**src/rtl/rtc_cal_pkg.sv**
```systemverilog
package rtc_cal_pkg;

    localparam int DATA_W = 32;
    localparam int ADDR_W = 8;

    localparam logic [ADDR_W-1:0] OFF_STAT  = 8'h08;
    localparam logic [ADDR_W-1:0] OFF_DIV   = 8'h0C;
    localparam logic [ADDR_W-1:0] OFF_TIME  = 8'h10;
    localparam logic [ADDR_W-1:0] OFF_DATE  = 8'h14;
    localparam logic [ADDR_W-1:0] OFF_ATIME = 8'h18;
    localparam logic [ADDR_W-1:0] OFF_ADATE = 8'h1C;

    localparam int STAT_W = 6;
    // event bits (write-one-to-clear) and enable bits (read/write)
    localparam logic [STAT_W-1:0] EVT_MASK = 6'b010011;
    localparam logic [STAT_W-1:0] ENA_MASK = 6'b101100;

    typedef struct packed {
        logic [4:0] hour;
        logic [5:0] mins;
        logic [5:0] secs;
    } tod_t;

    typedef struct packed {
        logic [11:0] year;
        logic [3:0]  month;
        logic [4:0]  day;
    } ymd_t;

    typedef enum logic [1:0] {
        ST_IDLE,
        ST_ADVANCE,
        ST_COMPARE
    } seq_state_t;

    function automatic logic [4:0] month_days(input logic [3:0] m, input logic [11:0] y);
        logic leap;
        leap = ((y % 12'd4) == 12'd0 && (y % 12'd100) != 12'd0) || ((y % 12'd400) == 12'd0);
        case (m)
            4'd2:                      return leap ? 5'd29 : 5'd28;
            4'd4, 4'd6, 4'd9, 4'd11:   return 5'd30;
            default:                   return 5'd31;
        endcase
    endfunction

endpackage

```
**src/rtl/rtc_prescaler.sv**
```systemverilog
module rtc_prescaler #(
    parameter int DIV_W = 16
) (
    input  logic             clk,
    input  logic             rst_n,
    input  logic             ref_en,
    input  logic             restart,
    input  logic [DIV_W-1:0] div_i,
    output logic             tick_o
);
    logic [DIV_W-1:0] cnt_q;
    logic             running;

    assign running = (div_i != '0);
    assign tick_o  = ref_en && running && (cnt_q == div_i);

    always_ff @(posedge clk) begin
        if (!rst_n || restart) begin
            cnt_q <= '0;
        end else if (ref_en && running) begin
            cnt_q <= (cnt_q == div_i) ? '0 : cnt_q + 1'b1;
        end
    end

    // a tick is always followed by at least one quiet cycle
    a_r3_tick_spacing: assert property (@(posedge clk) disable iff (!rst_n)
        tick_o |=> !tick_o);

endmodule

```
**src/rtl/rtc_calendar.sv**
```systemverilog
module rtc_calendar
    import rtc_cal_pkg::*;
#(
    parameter int RESET_YEAR = 2000
) (
    input  logic clk,
    input  logic rst_n,
    input  logic adv_en,
    input  logic wr_time,
    input  logic wr_date,
    input  tod_t wtime,
    input  ymd_t wdate,
    output tod_t time_o,
    output ymd_t date_o
);
    tod_t t_q, t_n;
    ymd_t d_q, d_n;
    logic c_min, c_hour, c_day, c_month, c_year;

    always_comb begin
        t_n     = t_q;
        d_n     = d_q;
        c_min   = (t_q.secs >= 6'd59);
        c_hour  = c_min  && (t_q.mins >= 6'd59);
        c_day   = c_hour && (t_q.hour >= 5'd23);
        c_month = c_day  && (d_q.day >= month_days(d_q.month, d_q.year));
        c_year  = c_month && (d_q.month >= 4'd12);
        t_n.secs = c_min  ? 6'd0 : t_q.secs + 6'd1;
        if (c_min)   t_n.mins  = c_hour ? 6'd0 : t_q.mins + 6'd1;
        if (c_hour)  t_n.hour  = c_day ? 5'd0 : t_q.hour + 5'd1;
        if (c_day)   d_n.day   = c_month ? 5'd1 : d_q.day + 5'd1;
        if (c_month) d_n.month = c_year ? 4'd1 : d_q.month + 4'd1;
        if (c_year)  d_n.year  = d_q.year + 12'd1;
    end

    always_ff @(posedge clk) begin
        if (!rst_n) begin
            t_q <= '0;
            d_q <= '{year: 12'(RESET_YEAR), month: 4'd1, day: 5'd1};
        end else if (wr_time || wr_date) begin
            if (wr_time) t_q <= wtime;
            if (wr_date) d_q <= wdate;
        end else if (adv_en) begin
            t_q <= t_n;
            d_q <= d_n;
        end
    end

    assign time_o = t_q;
    assign date_o = d_q;

    // a software write wins over an advance in the same cycle
    a_r10_time_write_wins: assert property (@(posedge clk) disable iff (!rst_n)
        wr_time |=> time_o == $past(wtime));
    a_r10_date_write_wins: assert property (@(posedge clk) disable iff (!rst_n)
        wr_date |=> date_o == $past(wdate));
    // without an advance or a write the calendar holds
    a_r2_frozen: assert property (@(posedge clk) disable iff (!rst_n)
        (!adv_en && !wr_time && !wr_date) |=> ($stable(time_o) && $stable(date_o)));

endmodule

```
**src/rtl/rtc_status.sv**
```systemverilog
module rtc_status
    import rtc_cal_pkg::*;
(
    input  logic              clk,
    input  logic              rst_n,
    input  logic              wr,
    input  logic [STAT_W-1:0] wdata,
    input  logic              hz_set,
    input  logic              al_set,
    output logic [STAT_W-1:0] stat_o,
    output logic              irq_o
);
    logic [STAT_W-1:0] s_q, s_n;

    always_comb begin
        s_n = s_q;
        if (wr) begin
            s_n = (s_q & EVT_MASK & ~wdata) | (wdata & ENA_MASK);
        end
        s_n[0] = s_n[0] | al_set;
        s_n[4] = s_n[4] | al_set;
        s_n[1] = s_n[1] | hz_set;
    end

    always_ff @(posedge clk) begin
        if (!rst_n) s_q <= '0;
        else        s_q <= s_n;
    end

    assign stat_o = s_q;
    assign irq_o  = (s_q[0] & s_q[2]) | (s_q[1] & s_q[3]) | (s_q[4] & s_q[5]);

    // writing one to the tick event clears it when no new tick lands
    a_r6_w1c_clears: assert property (@(posedge clk) disable iff (!rst_n)
        (wr && wdata[1] && !hz_set) |=> !stat_o[1]);
    // enables take the written value
    a_r7_enables_written: assert property (@(posedge clk) disable iff (!rst_n)
        wr |=> ((stat_o & ENA_MASK) == ($past(wdata) & ENA_MASK)));
    // the interrupt holds until software writes the status register
    a_r9_irq_held: assert property (@(posedge clk) disable iff (!rst_n)
        (irq_o && !wr) |=> irq_o);

endmodule

```
**src/rtl/rtc_cal_top.sv**
```systemverilog
module rtc_cal_top
    import rtc_cal_pkg::*;
#(
    parameter int DIV_W      = 16,
    parameter int TRIM_W     = 10,
    parameter int RESET_YEAR = 2000
) (
    input  logic              clk,
    input  logic              rst_n,
    input  logic              ref_en,
    input  logic              bus_we,
    input  logic [ADDR_W-1:0] bus_addr,
    input  logic [DATA_W-1:0] bus_wdata,
    output logic [DATA_W-1:0] bus_rdata,
    output logic              irq
);
    localparam int TRIM_LSB = 16;
    localparam int TOD_W    = $bits(tod_t);
    localparam int YMD_W    = $bits(ymd_t);

    seq_state_t        state_q, state_n;
    logic              tick, adv_en, cmp_en, al_match;
    logic              wr_stat, wr_div, wr_time, wr_date, wr_atime, wr_adate;
    logic [DIV_W-1:0]  div_q;
    logic [TRIM_W-1:0] trim_q;
    tod_t              atime_q, time_w;
    ymd_t              adate_q, date_w;
    logic [STAT_W-1:0] stat_w;

    assign wr_stat  = bus_we && (bus_addr == OFF_STAT);
    assign wr_div   = bus_we && (bus_addr == OFF_DIV);
    assign wr_time  = bus_we && (bus_addr == OFF_TIME);
    assign wr_date  = bus_we && (bus_addr == OFF_DATE);
    assign wr_atime = bus_we && (bus_addr == OFF_ATIME);
    assign wr_adate = bus_we && (bus_addr == OFF_ADATE);

    always_ff @(posedge clk) begin
        if (!rst_n) begin
            div_q   <= '0;
            trim_q  <= '0;
            atime_q <= '0;
            adate_q <= '0;
        end else begin
            if (wr_div) begin
                div_q  <= bus_wdata[DIV_W-1:0];
                trim_q <= bus_wdata[TRIM_LSB +: TRIM_W];
            end
            if (wr_atime) atime_q <= tod_t'(bus_wdata[TOD_W-1:0]);
            if (wr_adate) adate_q <= ymd_t'(bus_wdata[YMD_W-1:0]);
        end
    end

    rtc_prescaler #(.DIV_W(DIV_W)) u_presc (
        .clk     (clk),
        .rst_n   (rst_n),
        .ref_en  (ref_en),
        .restart (wr_div),
        .div_i   (div_q),
        .tick_o  (tick)
    );

    // tick sequencer: state register
    always_ff @(posedge clk) begin
        if (!rst_n) state_q <= ST_IDLE;
        else        state_q <= state_n;
    end

    // tick sequencer: transitions
    always_comb begin
        state_n = state_q;
        unique case (state_q)
            ST_IDLE:    if (tick) state_n = ST_ADVANCE;
            ST_ADVANCE: state_n = ST_COMPARE;
            ST_COMPARE: state_n = tick ? ST_ADVANCE : ST_IDLE;
            default:    state_n = ST_IDLE;
        endcase
    end

    // tick sequencer: outputs
    always_comb begin
        adv_en = 1'b0;
        cmp_en = 1'b0;
        unique case (state_q)
            ST_ADVANCE: adv_en = 1'b1;
            ST_COMPARE: cmp_en = 1'b1;
            default:    ;
        endcase
    end

    rtc_calendar #(.RESET_YEAR(RESET_YEAR)) u_cal (
        .clk     (clk),
        .rst_n   (rst_n),
        .adv_en  (adv_en),
        .wr_time (wr_time),
        .wr_date (wr_date),
        .wtime   (tod_t'(bus_wdata[TOD_W-1:0])),
        .wdate   (ymd_t'(bus_wdata[YMD_W-1:0])),
        .time_o  (time_w),
        .date_o  (date_w)
    );

    assign al_match = cmp_en && (time_w == atime_q) && (date_w == adate_q);

    rtc_status u_stat (
        .clk    (clk),
        .rst_n  (rst_n),
        .wr     (wr_stat),
        .wdata  (bus_wdata[STAT_W-1:0]),
        .hz_set (cmp_en),
        .al_set (al_match),
        .stat_o (stat_w),
        .irq_o  (irq)
    );

    always_comb begin
        bus_rdata = '0;
        case (bus_addr)
            OFF_STAT:  bus_rdata[STAT_W-1:0] = stat_w;
            OFF_DIV:   begin
                bus_rdata[DIV_W-1:0]             = div_q;
                bus_rdata[TRIM_LSB +: TRIM_W]    = trim_q;
            end
            OFF_TIME:  bus_rdata[TOD_W-1:0] = time_w;
            OFF_DATE:  bus_rdata[YMD_W-1:0] = date_w;
            OFF_ATIME: bus_rdata[TOD_W-1:0] = atime_q;
            OFF_ADATE: bus_rdata[YMD_W-1:0] = adate_q;
            default:   bus_rdata = '0;
        endcase
    end

    // an alarm event can only rise right after a COMPARE step
    a_r12_alarm_once: assert property (@(posedge clk) disable iff (!rst_n)
        $rose(stat_w[4]) |-> $past(state_q) == ST_COMPARE);
    // a match in COMPARE sets both alarm event bits
    a_r8_match_sets: assert property (@(posedge clk) disable iff (!rst_n)
        al_match |=> (stat_w[0] && stat_w[4]));

endmodule

```
**config.mk**
```make
export PLATFORM = sky130hd
export DESIGN_NAME = rtc_cal_top
export DESIGN_NICKNAME = d
export VERILOG_FILES = /design/src/rtl/rtc_cal_pkg.sv /design/src/rtl/rtc_prescaler.sv /design/src/rtl/rtc_calendar.sv /design/src/rtl/rtc_status.sv /design/src/rtl/rtc_cal_top.sv
export SDC_FILE = /design/constraint.sdc
export NUM_CORES = 1
export LEC_CHECK = 0
export ABC_AREA = 1
export CAP_MARGIN = 20
export CORE_ASPECT_RATIO = 2
export CORE_MARGIN = 10
export CORE_UTILIZATION = 60
export DETAILED_ROUTE_END_ITERATION = 16
export GPL_TIMING_DRIVEN = 0
export PLACE_DENSITY = 0.83
export SYNTH_ARGS = -nofsm -noshare
export SYNTH_HDL_FRONTEND = slang
export SYNTH_SLANG_ARGS = --single-unit
```
**constraint.sdc**
```tcl
create_clock -name clk -period 10 [get_ports clk]
set_input_delay 1 -clock clk [delete_from_list [all_inputs] [get_ports clk]]
set_output_delay 1 -clock clk [all_outputs]
set_load 0.02 [all_outputs]
```
==> results.cfg <==
[critical_path]
critPathBufInv = 6
cp_slowest_cell = a21oi_1
cp_top_family = simple AND/OR/NAND/NOR gates
crit_fanout = 10
cpMostUsedCell = nand2_1
slowest_delay_ns = 0.51
cp.required_ns = 10.35
worstSetupEndpointType = register
worstSetupPathType = register to register
worstSetupStartpointType = register
arrival_ns = 6.13

[synth]
netlist_area_mm2 = 0.00779
ys.flop_type = dfxtp_1
ys_seq_area_share_pct = 32.4
async_flop_share_pct = 0
synth_cell_types = 49
synthCells = 1142
synth_edf_count = 0
ys_seq_elements = 126
ys_warn_count = 0
syn-mean-instance-area_um2 = 6.82

[clock_tree]
postCtsHoldBufs = 0
path_clk_slew_ns = 0.06
numClockSinks = 126
root_buffer = clkbuf_16
cts_max_level = 4
clock_latency_ns = 0.43
cts_tree = done
cts_buffer_depth = 2
post-cts-setup-buffers = 0
cts_buffers = 17
cts_resized = 0

[power]
vdd_drop_max_mv = 0.159
pwr-share-clk_pct = 51.1
p_comb_share_pct = 7.1
intPower_mw = 0.888
p_sw_mw = 0.317
sw_frac_of_total_pct = 26.3
power_frac_seq_pct = 41.9
p_per_area_mw_per_mm2 = 131
p_leak_nw = 3.65

[detailed_routing]
wl_per_cell_um = 21.0
drc = 0
vias_per_cell = 6.31
drt-pass1-iter-count = 8
drtAntennaViolNets = 0
num_vias = 8789
drt-initial-drc-count = 962
finalWirelength_um = 29300

[sta]
period_share_pct = 57.7
period_needed_ns = 5.77
slew_headroom_pct = 40.2
finalHoldViolCount = 0
skew_ns = 0.00802
worstMarginPinSlew_ns = 0.897
setup_viol = 0
fmax_mhz = 173
finalSetupTns_ns = 0
whs_ns = 0.431
slew_violations = 0
rsz0062_at_grt = no

[die]
initial_core_util_pct = 61.7
die-area_mm2 = 0.0182
num_io_pins = 77
num_rows = 58
die-height_um = 181
design.core.area_mm2 = 0.0126
die_w_um = 101

[final_layout]
drive_gt1_share_pct = 7.64
multiInputGateArea_mm2 = 0.00444
final_common_cell = nand2_1
fillers = 1115
nets = 1287
most-common-layout-cells = nand2_1, inv_1, dfxtp_1, o21ai_0, a21oi_1
area_delta_synth_final_pct = 18.2
antenna_cells = 0
seqCellArea_mm2 = 0.00252

[grt]
grt_start_max_net_pins = 17
overflow = 0
grt_pass1_vias = 8840
antenna_found_initial = 0
grt.total_usage_pct = 31.9
grt_pass1_wl_um = 45700

[status]
outcome = finished, final reports clean

[worst_hold_path]
hold_class = register to register

[run]
drv_cap = 0

[placed_design]
portBuffers = 63
gp_congestion = 1.02
dpl.hpwl_um = 22600
## flip-flops by register name, indices dropped and copies added (netlist names)
register,flops
adate_q,21
u_cal.date_o,21
atime_q,17
u_cal.time_o,17
div_q,16
u_presc.cnt_q,16
trim_q,10
u_stat.stat_o,6
state_q,2
## layer usage
layer / track usage, % / vias to the layer above / part of all wire, %
met5: 0 / - / 0
met4: 27.1 / 0 / 9.8
met3: 6.73 / 201 / 7.4
met2: 56.2 / 544 / 51
met1: 30.0 / 3974 / 32
li1: - / 4070 / -
## final timing paths
check	startpoint	endpoint	slack, ns	cells after the start
worst min register to register	state_q[0]	state_q[0]	0.43	1
worst min-delay path	state_q[0]	state_q[0]	0.43	1
worst max register to register	u_cal.date_o[19]	u_cal.date_o[10]	4.23	39
worst max-delay path	u_cal.date_o[19]	u_cal.date_o[10]	4.23	39
## cell usage after synthesis, drive strengths merged (16+ instances only)
cell type	number	area [µm²]
nand2	213	875
inv	161	604
o21ai	128	648
dfxtp	126	2520
a21oi	100	508
nor2	75	307
nand3	55	335
clkbuf	37	139
nor3	36	185
xor2	35	307
o22ai	23	144
a31oi	21	131
a221oi	16	140
## cells by family (layout without fill, tap and decap cells)
| group | after synthesis | count (layout) | share of synthesized area [%] |
|---|---|---|---|
| simple gates | 416 | 416 | 25.3 |
| compound gates | 328 | 328 | 24.5 |
| buf+inv | 215 | 311 | 10.8 |
| flops | 126 | 126 | 32.4 |
| xor+xnor | 43 | 43 | 4.84 |
| fa+ha+maj | 13 | 13 | 2.09 |
| other cells | 1 | 6 | 0.0481 |
## through the flow
step | setup slack, ns | std cells | util [%] | cell area (µm²) | total power, mW
floorplan | 5.58 | 1147 | - | 7810 | 0.562
global placement | 4.56 | 1360 | 68.3 | 8630 | 0.597
detailed placement | 4.45 | 1361 | 68.4 | 8630 | 0.598
CTS | 4.41 | 1393 | 72.9 | 9210 | 1.20
global route | 3.76 | 1393 | 72.9 | 9210 | 1.23
finish | 4.23 | 1393 | 72.9 | 9210 | 1.21
## power by group through the flow
stage | registers [mW] | clock network (mW) | logic [mW]
CTS | 0.505 | 0.609 | 0.0827
detailed placement | 0.516 | 0 | 0.0822
global placement | 0.516 | 0 | 0.0814
global route | 0.505 | 0.632 | 0.0919
floorplan | 0.515 | 0 | 0.0465
finish | 0.505 | 0.615 | 0.0850
## area by class of cell
type / count / area share [%]
Tap cell: 150 / 2.04
Inverter: 169 / 6.89
Buffer: 46 / 2.24
Clock buffer: 19 / 4.81
Clock inverter: 13 / 1.43
Multi-Input combinational cell: 806 / 48.3
Sequential cell: 126 / 27.4
Timing Repair Buffer: 64 / 6.90
(Power assumes the default switching activity.)
